File: src/rtl/fp8cvt_pkg.sv
package fp8cvt_pkg;

   // Selector codes understood by the decoder; every other code is reserved.
   localparam logic [2:0] SEL_E5M2 = 3'b000;
   localparam logic [2:0] SEL_E4M3 = 3'b001;

   // Number of mantissa bits of the widest supported 8-bit encoding.
   localparam int FRAC_W = 3;

   typedef enum logic [1:0] {
      K_ZERO = 2'd0,
      K_FIN  = 2'd1,
      K_INF  = 2'd2,
      K_NAN  = 2'd3
   } fp8_kind_e;

endpackage

File: src/rtl/fp8_decode.sv
module fp8_decode
   import fp8cvt_pkg::*;
#(
   parameter int EW = 10
) (
   input  logic [7:0]                   byte_i,
   input  logic [2:0]                   sel_i,
   output logic                         unsup_o,
   output logic                         sign_o,
   output fp8_kind_e                    kind_o,
   output logic signed [EW-1:0]         exp_o,
   output logic [FRAC_W-1:0]            frac_o
);

   logic              is_e5;
   logic              is_e4;
   logic [4:0]        efield;
   logic [FRAC_W-1:0] mraw;
   logic              all_ones_exp;
   logic              nan_hit;
   logic              inf_hit;

   assign is_e5   = (sel_i == SEL_E5M2);
   assign is_e4   = (sel_i == SEL_E4M3);
   assign unsup_o = !(is_e5 || is_e4);
   assign sign_o  = byte_i[7];

   // Field split: the short-mantissa encoding is left-aligned into mraw.
   always_comb begin
      if (is_e5) begin
         efield       = byte_i[6:2];
         mraw         = {byte_i[1:0], 1'b0};
         all_ones_exp = (byte_i[6:2] == 5'h1F);
         nan_hit      = all_ones_exp && (byte_i[1:0] != 2'b00);
         inf_hit      = all_ones_exp && (byte_i[1:0] == 2'b00);
      end else begin
         efield       = {1'b0, byte_i[6:3]};
         mraw         = byte_i[2:0];
         all_ones_exp = (byte_i[6:3] == 4'hF);
         nan_hit      = all_ones_exp && (byte_i[2:0] == 3'b111);
         inf_hit      = 1'b0;
      end
   end

   // Classification and normalisation of subnormal inputs.
   always_comb begin
      int bias;
      int lead;
      int e_val;
      bias   = is_e5 ? 15 : 7;
      lead   = 0;
      e_val  = 0;
      kind_o = K_ZERO;
      exp_o  = '0;
      frac_o = '0;
      if (nan_hit) begin
         kind_o = K_NAN;
      end else if (inf_hit) begin
         kind_o = K_INF;
      end else if (efield == 5'd0) begin
         if (mraw != '0) begin
            for (int k = 0; k < FRAC_W; k++) begin
               if (mraw[k]) lead = k;
            end
            e_val  = 1 - bias + lead - FRAC_W;
            kind_o = K_FIN;
            exp_o  = EW'(e_val);
            frac_o = FRAC_W'(mraw << (FRAC_W - lead));
         end
      end else begin
         e_val  = int'(efield) - bias;
         kind_o = K_FIN;
         exp_o  = EW'(e_val);
         frac_o = mraw;
      end
   end

endmodule

File: src/rtl/fp8_pack.sv
module fp8_pack
   import fp8cvt_pkg::*;
#(
   parameter int OE   = 5,
   parameter int OM   = 10,
   parameter int DS_W = 7,
   parameter int EW   = 10
) (
   input  logic                 unsup_i,
   input  logic                 sign_i,
   input  fp8_kind_e            kind_i,
   input  logic signed [EW-1:0] exp_i,
   input  logic [FRAC_W-1:0]    frac_i,
   input  logic [DS_W-1:0]      shamt_i,
   output logic [OE+OM:0]       word_o,
   output logic                 uflow_o
);

   localparam int OW    = 1 + OE + OM;
   localparam int OBIAS = (2 ** (OE - 1)) - 1;
   localparam int W     = OM + 1;
   localparam int XW    = 2 * W + 1;
   localparam int SHW   = $clog2(W + 2);
   localparam logic signed [EW-1:0] EMIN_V = EW'(1 - OBIAS);
   localparam logic signed [EW-1:0] BIAS_V = EW'(OBIAS);
   localparam logic signed [EW-1:0] SHCAP_V = EW'(W + 1);
   localparam logic [OW-1:0] NAN_W = {1'b0, {OE{1'b1}}, 1'b1, {(OM-1){1'b0}}};

   logic signed [EW-1:0] er;
   logic signed [EW-1:0] deficit;
   logic                 tiny;
   logic [SHW-1:0]       sh;
   logic [W-1:0]         sig;
   logic [XW-1:0]        ext_sh;
   logic [W-1:0]         q;
   logic                 g;
   logic                 st;
   logic [W-1:0]         m;

   // Downscale, then test the result against the minimum normal exponent.
   assign er      = exp_i - $signed({{(EW-DS_W){1'b0}}, shamt_i});
   assign tiny    = (er < EMIN_V);
   assign deficit = EMIN_V - er;
   assign sh      = (deficit > SHCAP_V) ? SHW'(W + 1) : deficit[SHW-1:0];

   // Denormalising right shift with guard and sticky, round to nearest-even.
   assign sig    = {1'b1, frac_i, {(OM-FRAC_W){1'b0}}};
   assign ext_sh = {sig, {(W+1){1'b0}}} >> sh;
   assign q      = ext_sh[XW-1:W+1];
   assign g      = ext_sh[W];
   assign st     = |ext_sh[W-1:0];
   assign m      = q + W'(g & (st | q[0]));

   always_comb begin
      word_o  = '0;
      uflow_o = 1'b0;
      if (unsup_i) begin
         word_o = NAN_W;
      end else begin
         unique case (kind_i)
            K_NAN:  word_o = NAN_W;
            K_INF:  word_o = {sign_i, {OE{1'b1}}, {OM{1'b0}}};
            K_ZERO: word_o = {sign_i, {(OE+OM){1'b0}}};
            default: begin
               if (tiny) begin
                  // A carry out of m lands in the exponent LSB: minimum normal.
                  word_o  = {sign_i, {(OE+OM-W){1'b0}}, m};
                  uflow_o = 1'b1;
               end else begin
                  word_o = {sign_i, OE'(er + BIAS_V), frac_i, {(OM-FRAC_W){1'b0}}};
               end
            end
         endcase
      end
   end

endmodule

File: src/rtl/fp8_lane.sv
module fp8_lane
   import fp8cvt_pkg::*;
#(
   parameter int OE   = 5,
   parameter int OM   = 10,
   parameter int DS_W = 7
) (
   input  logic               clk,
   input  logic               rst_n,
   input  logic               load_i,
   input  logic [7:0]         byte_i,
   input  logic [2:0]         sel_i,
   input  logic [DS_W-1:0]    shamt_i,
   output logic [OE+OM:0]     result_q,
   output logic               unsup_q,
   output logic               uflow_q
);

   localparam int OW = 1 + OE + OM;
   localparam int EW = ((OE > DS_W) ? OE : DS_W) + 3;
   localparam logic [OW-1:0]   NAN_W   = {1'b0, {OE{1'b1}}, 1'b1, {(OM-1){1'b0}}};
   localparam logic [OW-2:0]   INF_MAG = {{OE{1'b1}}, {OM{1'b0}}};

   logic                 d_unsup;
   logic                 d_sign;
   fp8_kind_e            d_kind;
   logic signed [EW-1:0] d_exp;
   logic [FRAC_W-1:0]    d_frac;
   logic [OW-1:0]        p_word;
   logic                 p_uflow;

   fp8_decode #(.EW(EW)) u_dec (
      .byte_i  (byte_i),
      .sel_i   (sel_i),
      .unsup_o (d_unsup),
      .sign_o  (d_sign),
      .kind_o  (d_kind),
      .exp_o   (d_exp),
      .frac_o  (d_frac)
   );

   fp8_pack #(.OE(OE), .OM(OM), .DS_W(DS_W), .EW(EW)) u_pack (
      .unsup_i (d_unsup),
      .sign_i  (d_sign),
      .kind_i  (d_kind),
      .exp_i   (d_exp),
      .frac_i  (d_frac),
      .shamt_i (shamt_i),
      .word_o  (p_word),
      .uflow_o (p_uflow)
   );

   always_ff @(posedge clk or negedge rst_n) begin
      if (!rst_n) begin
         result_q <= '0;
         unsup_q  <= 1'b0;
         uflow_q  <= 1'b0;
      end else if (load_i) begin
         result_q <= p_word;
         unsup_q  <= d_unsup;
         uflow_q  <= p_uflow;
      end
   end

   // reserved selector codes give the flag and canonical NaN.
   a_r3_reserved_nan: assert property (@(posedge clk) disable iff (!rst_n)
      (load_i && (sel_i > SEL_E4M3)) |=> (unsup_q && !uflow_q && (result_q == NAN_W)));

   // the 4/3 encoding never produces an infinity.
   a_r5_no_inf: assert property (@(posedge clk) disable iff (!rst_n)
      (load_i && (sel_i == SEL_E4M3)) |=> (result_q[OW-2:0] != INF_MAG));

   // zero inputs stay signed zero without underflow.
   a_r8_zero_kept: assert property (@(posedge clk) disable iff (!rst_n)
      (load_i && (sel_i <= SEL_E4M3) && (byte_i[6:0] == 7'd0))
      |=> ((result_q == {$past(byte_i[7]), {(OW-1){1'b0}}}) && !uflow_q));

   // an underflowed result is subnormal or at most the minimum normal.
   a_r7_tiny_range: assert property (@(posedge clk) disable iff (!rst_n)
      uflow_q |-> (result_q[OW-2:OM] <= OE'(1)));

   // without a load nothing changes.
   a_r9_hold: assert property (@(posedge clk) disable iff (!rst_n)
      !load_i |=> ($stable(result_q) && $stable(unsup_q) && $stable(uflow_q)));

endmodule

File: src/rtl/fp8_wide_cvt.sv
module fp8_wide_cvt
   import fp8cvt_pkg::*;
#(
   parameter int OUT_EXP_W = 5,
   parameter int OUT_MAN_W = 10,
   parameter int A_DS_W    = 7,
   parameter int B_DS_W    = 6
) (
   input  logic                           clk,
   input  logic                           rst_n,
   input  logic                           in_valid,
   input  logic [7:0]                     a_byte,
   input  logic [7:0]                     b_byte,
   input  logic [2:0]                     a_fmt,
   input  logic [2:0]                     b_fmt,
   input  logic [A_DS_W-1:0]              a_shift,
   input  logic [B_DS_W-1:0]              b_shift,
   output logic                           out_valid,
   output logic [OUT_EXP_W+OUT_MAN_W:0]   a_result,
   output logic [OUT_EXP_W+OUT_MAN_W:0]   b_result,
   output logic                           a_unsup,
   output logic                           b_unsup,
   output logic                           a_uflow,
   output logic                           b_uflow
);

   localparam int OW     = 1 + OUT_EXP_W + OUT_MAN_W;
   localparam int LANES  = 2;
   localparam int DS_MAX = (A_DS_W > B_DS_W) ? A_DS_W : B_DS_W;

   // Elaboration checks: the output must hold every input value unrounded
   // when no downscale is applied, and downscale fields must exist.
   if (OUT_EXP_W < 5) begin : g_bad_exp
      $error("OUT_EXP_W must be at least 5");
   end
   if (OUT_MAN_W < FRAC_W + 1) begin : g_bad_man
      $error("OUT_MAN_W must exceed the widest FP8 mantissa");
   end
   if (A_DS_W < 1 || B_DS_W < 1) begin : g_bad_ds
      $error("downscale widths must be positive");
   end

   logic [LANES-1:0][7:0]        byte_v;
   logic [LANES-1:0][2:0]        sel_v;
   logic [LANES-1:0][DS_MAX-1:0] shamt_v;
   logic [LANES-1:0][OW-1:0]     res_v;
   logic [LANES-1:0]             unsup_v;
   logic [LANES-1:0]             uflow_v;

   assign byte_v[0]  = a_byte;
   assign byte_v[1]  = b_byte;
   assign sel_v[0]   = a_fmt;
   assign sel_v[1]   = b_fmt;
   assign shamt_v[0] = DS_MAX'(a_shift);
   assign shamt_v[1] = DS_MAX'(b_shift);

   for (genvar i = 0; i < LANES; i++) begin : g_lane
      fp8_lane #(.OE(OUT_EXP_W), .OM(OUT_MAN_W), .DS_W(DS_MAX)) u_lane (
         .clk      (clk),
         .rst_n    (rst_n),
         .load_i   (in_valid),
         .byte_i   (byte_v[i]),
         .sel_i    (sel_v[i]),
         .shamt_i  (shamt_v[i]),
         .result_q (res_v[i]),
         .unsup_q  (unsup_v[i]),
         .uflow_q  (uflow_v[i])
      );
   end

   always_ff @(posedge clk or negedge rst_n) begin
      if (!rst_n) out_valid <= 1'b0;
      else        out_valid <= in_valid;
   end

   assign a_result = res_v[0];
   assign b_result = res_v[1];
   assign a_unsup  = unsup_v[0];
   assign b_unsup  = unsup_v[1];
   assign a_uflow  = uflow_v[0];
   assign b_uflow  = uflow_v[1];

   // single-cycle latency of the valid strobe.
   a_r9_valid_rise: assert property (@(posedge clk) disable iff (!rst_n)
      in_valid |=> out_valid);
   a_r9_valid_fall: assert property (@(posedge clk) disable iff (!rst_n)
      !in_valid |=> !out_valid);

endmodule

File: config.mk
export PLATFORM = sky130hd
export DESIGN_NAME = fp8_wide_cvt
export DESIGN_NICKNAME = d
export VERILOG_FILES = /design/src/rtl/fp8cvt_pkg.sv /design/src/rtl/fp8_decode.sv /design/src/rtl/fp8_pack.sv /design/src/rtl/fp8_lane.sv /design/src/rtl/fp8_wide_cvt.sv
export SDC_FILE = /design/constraint.sdc
export NUM_CORES = 1
export LEC_CHECK = 0
export ABC_AREA = 0
export CORE_UTILIZATION = 25
export DETAILED_ROUTE_END_ITERATION = 10
export PLACE_DENSITY_LB_ADDON = 0.2
export SYNTH_ARGS = -nofsm -noshare
export SYNTH_HDL_FRONTEND = slang
export SYNTH_SLANG_ARGS = --single-unit
File: constraint.sdc
create_clock -name clk -period 0.9 [get_ports clk]
set_clock_uncertainty 0.1 [all_clocks]
set_input_delay 0.18 -clock clk [delete_from_list [all_inputs] [get_ports clk]]
set_output_delay 0.18 -clock clk [all_outputs]
set_load 0.005 [all_outputs]
==> Word-level counts from Yosys, hierarchy flattened <==
Index checks and enable logic that the tools add are counted.
{ "word_totals": {"out_inout_bits": 37, "ff_bits": 37, "wordCells": 135, "input_bits": 38} }
{ "classes": {"reduce_logical": 26, "bitwise_logic": 4, "muxes": 60, "shifts": 4, "addsub": 18, "eq_ne": 12, "order_cmp": 4} }
{ "ops": {"columns": ["cell", "n"], "rows": [
  ["$mux W32", 10],
  ["$pmux W16 S3", 2],
  ["$mux W10", 8],
  ["$shl A3 B32 Y3", 2],
  ["$sub A3 B32 Y32 const A", 2],
  ["$shr A23 B4 Y23", 2],
  ["$mux W16", 2],
  ["$mux W15", 2],
  ["$mux W3", 10],
  ["$add A11 B1 Y11", 2],
  ["$reduce_or A11 Y1", 2],
  ["$add A5 B10 Y10", 2],
  ["$gt A10 B5 Y1 const B", 2],
  ["$lt A10 B5 Y1 const B", 2],
  ["$sub A10 B3 Y10 const B", 2],
  ["$sub A5 B10 Y10 const A", 2],
  ["$mux W4", 4],
  ["$mux W1", 14],
  ["$mux W2", 6],
  ["$sub A5 B4 Y6", 2],
  ["$add A5 B5 Y5 const B", 2],
  ["$eq A5 B5 Y1 const B", 2],
  ["$logic_not A5 Y1", 2],
  ["$mux W5", 2],
  ["17 further kinds", 40]
]} }

==> Longest topological paths before layout <==
{ "depth": {"ltp_word": 26, "mapped_depth": 27, "mapped_depth_nobuf": 25} }

==> By module <==
Synthesis repeated with hierarchy kept, for this count alone.
{ "hier_totals": {"hier_cells": 654, "hier_area_um2": 5286.3} }
{ "by_module_without_submodules": {"columns": ["mod", "cells_each", "seq_area_each_um2", "area_each_um2", "n_inst"], "rows": [
  ["fp8_pack", 200, 0.0, 1322.5, 2],
  ["fp8_lane", 38, 450.4, 721.9, 2],
  ["fp8_decode", 88, 0.0, 584.3, 2],
  ["fp8_wide_cvt", 2, 25.0, 28.8, 1]
]} }

==> Worst setup path before layout <==
OpenSTA, ideal clock, no wires.
{ "synth_path": {"kind": "input port to flip-flop", "start": "in b_fmt[2]", "end": "reg g_lane[1].u_lane.result_q[4]", "t_arrival_ns": 4.842, "setup_ns": 0.121, "stages": 24, "required_ns": 0.679, "n_path_buf": 1, "path_slack_ns": -4.163, "cell_sequence": "or3_1 inv_1 buf_1 nand2_1 nand2_1 ha_1 a21oi_1 nor2_1 fa_1 inv_1 o21ai_0 xnor3_2 and3_1 o32ai_2 nor3_1 o21ai_0 nand2_1 a21oi_1 ha_1 nand3_1 or4_1 nand2_1 mux2i_1 a22o_1"} }
{ "synth_via": {"elab_chain_cells": 26, "word_cells_on_any_way": 50, "classes_between": "add/sub (8); order compare (2); eq/ne (3); shift (2); mux (27); bitwise (2); reduce/logical (6)"} }
{ "synth_lines": {"columns": ["element", "line", "rtl"], "rows": [
  ["from (decl)", "fp8_wide_cvt.sv:15", "input logic [2:0] b_fmt,"],
  ["$logic_not A3 Y1", "fp8_decode.sv:23", "assign is_e5 = (sel_i == SEL_E5M2);"],
  ["$mux W3", "fp8_decode.sv:30", "if (is_e5) begin"],
  ["$mux W1", "fp8_decode.sv:63", "if (mraw[k]) lead = k;"],
  ["$mux W32", "fp8_decode.sv:63", null],
  ["$mux W32", "fp8_decode.sv:61", "if (mraw != '0) begin"],
  ["$mux W32", "fp8_decode.sv:60", "end else if (efield == 5'd0) begin"],
  ["$mux W32", "fp8_decode.sv:58", "end else if (inf_hit) begin"],
  ["$mux W32", "fp8_decode.sv:56", "if (nan_hit) begin"],
  ["[10 not listed]", null, null],
  ["$shr A23 B4 Y23", "fp8_pack.sv:48", "assign ext_sh = {sig, {(W+1){1'b0}}} >> sh;"],
  ["$reduce_or A11 Y1", "fp8_pack.sv:51", "assign st = |ext_sh[W-1:0];"],
  ["$or A1 B1 Y1", "fp8_pack.sv:52", "assign m = q + W'(g & (st | q[0]));"],
  ["$and A1 B1 Y1", "fp8_pack.sv:52", null],
  ["$add A11 B1 Y11", "fp8_pack.sv:52", null],
  ["$mux W15", "fp8_pack.sv:65", "if (tiny) begin"],
  ["$pmux W16 S3", "fp8_pack.sv:60", "unique case (kind_i)"],
  ["$mux W16 (*)", "fp8_pack.sv:57", "if (unsup_i) begin"],
  ["to (signal assigned)", "fp8_lane.sv:59", "result_q <= p_word;"],
  ["to (decl)", "fp8_lane.sv:14", "output logic [OE+OM:0] result_q,"]
]} }
Every way passes the cells marked *; elsewhere a longest branch is shown, timed or not. The select of a mux whose other input is x is not followed.
A chain may end at the register's enable or synchronous reset.

==> Worst setup path in the final report <==
{ "layout_path": {"start": "in b_fmt[1]", "end": "reg g_lane[1].u_lane.result_q[0]"} }
The elaborated chain is that of the path after synthesis.

==> summary.txt <==
Floorplan
  • Die X-Extent: between 100 and 150 um
  • # rows: slightly below 50
  • Die outline height: roughly 140 um
  • Initial Util: 0.2551
  • Ports: between 70 and 80
  • Die Area: about 0.019 mm2
  • Area of the core: about 0.018 mm2

Synth
  • Mapped Nets: between 600 and 700
  • Top post-synthesis cells by area: dfrtp_1 (20%), ha_1 (8.5%), a21oi_1 (5.7%)
  • Synth Cell Area: between 0.004 and 0.005 mm2
  • Synth cell count leaders: nor2_1 (65), nand2_1 (56), a21oi_1 (52), inv_1 (43)
  • Synth Warn #: 0
  • FF+latch count, synth: 37
  • Sequential-to-total area share from yosys stat: 0.2021
  • Largest area contributor in the netlist: dfrtp_1
  • Post-synth EDFFs: 0
  • Cells after Synth: just over 600
  • Netlist cell types: a little over 80
  • Main flop type after synthesis: dfrtp_1
  • Asr flop ratio synth: 1.000
  • Avg Cell Area, Syn: about 7.4 um2
  • Most common cell in the netlist: nor2_1
  • Top-area cell type share of the netlist area: 0.2021

Final layout
  • Diode count: 0
  • P&R area growth vs syn: 94.16%
  • Storage cell area: slightly above 900 um2
  • Share of cells above drive strength 1: 0.5537
  • Nets@finish: approximately 1.0k
  • Fin util: 0.4952
  • Area occupied by multi-input gates: roughly 0.0044 mm2
  • Filler cell count: 1,709

Setup path
  • Crit path required time: 0.97 ns
  • Critical path peak fanout: 6
  • CP Capture Type: register
  • Critical path class: in2reg
  • Crit start category: primary input
  • WP data arrival: approximately 4.6 ns

Route
  • Drt pass-1 iters: 4
  • M1 WL: around 8 mm
  • Routed len/inst: approximately 15 um
  • Met3 wire len: 486 um
  • DR WL met2: approximately 10 mm
  • Detail Route Antenna Nets: 0
  • DRC viols: 0
  • Drt total wl: ~18 mm
  • Via count: approximately 6.0k
  • Post-DR vias/cell: around 5.0
  • Initial drt markers: around 220
  • Max layer used: met4

Clocking
  • # H-tree levels: 2
  • CTS tree: built
  • Clock Sinks: 37
  • Root Driver: clkbuf_16
  • Worst skew pair latency: 0.29 ns
  • Inserted Clock Buffers: 5
  • Reg clk slew, reported paths: ~0.060 ns
  • CTS max path bufs: 2

Placed design
  • Routability Congestion: a little under 0.9
  • DP HPWL: 13.48 mm
  • Port bufs: 74

Global route
  • Vias in the first global route: 6,305
  • Initial antenna violation count: 0
  • Largest net degree at the start of global routing: 38
  • First-pass GRT wire length: roughly 30 mm
  • Total GRT Usage: 0.2009
  • GRT overflow: 0

STA
  • PnR worst setup slack: -3.596 ns
  • Minimum clock period: about 4.5 ns
  • Period utilization: 4.996
  • TNS Setup: -108.65 ns
  • Peak Freq: about 220 MHz
  • Final hold vios: 0
  • Final Max Tran Viols: 0
  • Unrepaired setup endpoints after global routing: yes
  • Slew HR: 0.5225
  • Fin Hold WS: 0.2705 ns
  • Setup Viol. Count Final: 72
  • Slew at the pin closest to its max-slew limit: about 0.71 ns

Run status
  • Status: complete, but fails checks
  • Violated checks: setup timing

Power
  • Power Dens Cells: 1709 mW/mm2
  • Leak: around 4 nW
  • Design Power: between 0.015 and 0.02 W
  • Worst IR Drop VDD: 1.197 mV

Hold path
  • Worst hold path class: in2async

Job
  • Max-cap violations: 0
[per-layer routing]
layer / vias to the layer above / GRT usage
met5: - / 0
met4: 0 / 0.03602
met3: 23 / 0.02281
met2: 106 / 0.3861
met1: 2882 / 0.2376
li1: 2966 / -
[flip-flops by register name, indices dropped and copies added, names as in the netlist]
register,cells
g_lane.u_lane.result_q,32
g_lane.u_lane.uflow_q,2
g_lane.u_lane.unsup_q,2
out_valid,1
[worst max-delay path, cell delays in order]
cell	delay (ns)
buf_6	0.09
or3_4	0.44
buf_4	0.17
nand2_2	0.07
nand2_4	0.05
ha_4	0.23
a21oi_2	0.11
nor2_2	0.05
ha_1	0.29
nor2b_4	0.13
o2111a_1	0.26
or4_4	0.50
a221o_1	0.40
o32ai_4	0.13
buf_4	0.17
o31ai_4	0.10
buf_4	0.15
buf_6	0.12
a2111oi_4	0.28
a221o_1	0.26
a21oi_1	0.11
a221o_1	0.27
[timing repair]
| action | CTS | global route |
|---|---|---|
| gates cloned | 2 | 0 |
| hold buffers | 1 | 0 |
| pin swaps | 80 | 74 |
| gates resized for setup | 320 | 68 |
| setup endpoints to repair | 74 | 73 |
| setup buffers | 46 | 28 |
| endpoints found under the hold margin | 37 | 0 |
[final cells by class]
cell class,instances,share of cell area
Clock buffer,6,0.01561
Tap cell,229,0.03221
Timing Repair Buffer,370,0.3305
Sequential cell,37,0.1041
Clock inverter,2,0.004219
Inverter,46,0.02194
Multi-Input combinational cell,507,0.4914
[where the power goes]
group          total (W)  internal, W  switching [W]
logic             0.0112      0.00580        0.00542
clock network    0.00211      0.00138       0.000731
registers        0.00188      0.00180      0.0000750
total             0.0152      0.00898        0.00622
[placed cells by master (no fill, tap or decap), drive strengths merged, types with 15 or more instances in the layout]
cell type,n
inv,45
nand2,56
xnor2,25
a21oi,53
ha,31
nor3,26
buf,339
nand3,26
dfrtp,37
o21ai,39
clkdlybuf4s50,15
nor2,66
[kinds of logic after synthesis]
logic type      count (synthesis)  share of synthesized area
xor+xnor                       31                    0.06417
compound gates                198                     0.2979
fa+ha+maj                      34                    0.09558
flops                          37                     0.2021
mux                             8                    0.01830
simple gates                  235                     0.2553
buf+inv                        76                    0.06663
[path summary, 6_finish.rpt]
kind | startpoint | end | slack [ns] | cells past startpoint
setup / recovery | b_fmt[1] | g_lane[1].u_lane.result_q[0]$_DFFE_PN0P_ | -3.60 | 22
hold / removal | rst_n | g_lane[1].u_lane.unsup_q$_DFFE_PN0P_ | 0.27 | 3
setup reg to reg | g_lane[1].u_lane.result_q[0]$_DFFE_PN0P_ | g_lane[1].u_lane.result_q[0]$_DFFE_PN0P_ | -0.27 | 3
hold reg to reg | g_lane[1].u_lane.unsup_q$_DFFE_PN0P_ | g_lane[1].u_lane.unsup_q$_DFFE_PN0P_ | 0.37 | 1
max in group asynchronous | rst_n | g_lane[0].u_lane.result_q[15]$_DFFE_PN0P_ | 0.22 | 3
min in group clk | in_valid | g_lane[1].u_lane.result_q[8]$_DFFE_PN0P_ | 0.28 | 3
[stage by stage]
stage               cells  cell area [um2]  setup slack [ns]
finish               1197             8896            -3.596
global route         1197             8896            -3.845
floorplan             619             4991            -3.772
CTS                  1177             8448            -3.634
global placement     1129             7594            -4.174
detailed placement   1129             7594            -4.253
No activity file was read; power rests on OpenSTA's default activity.
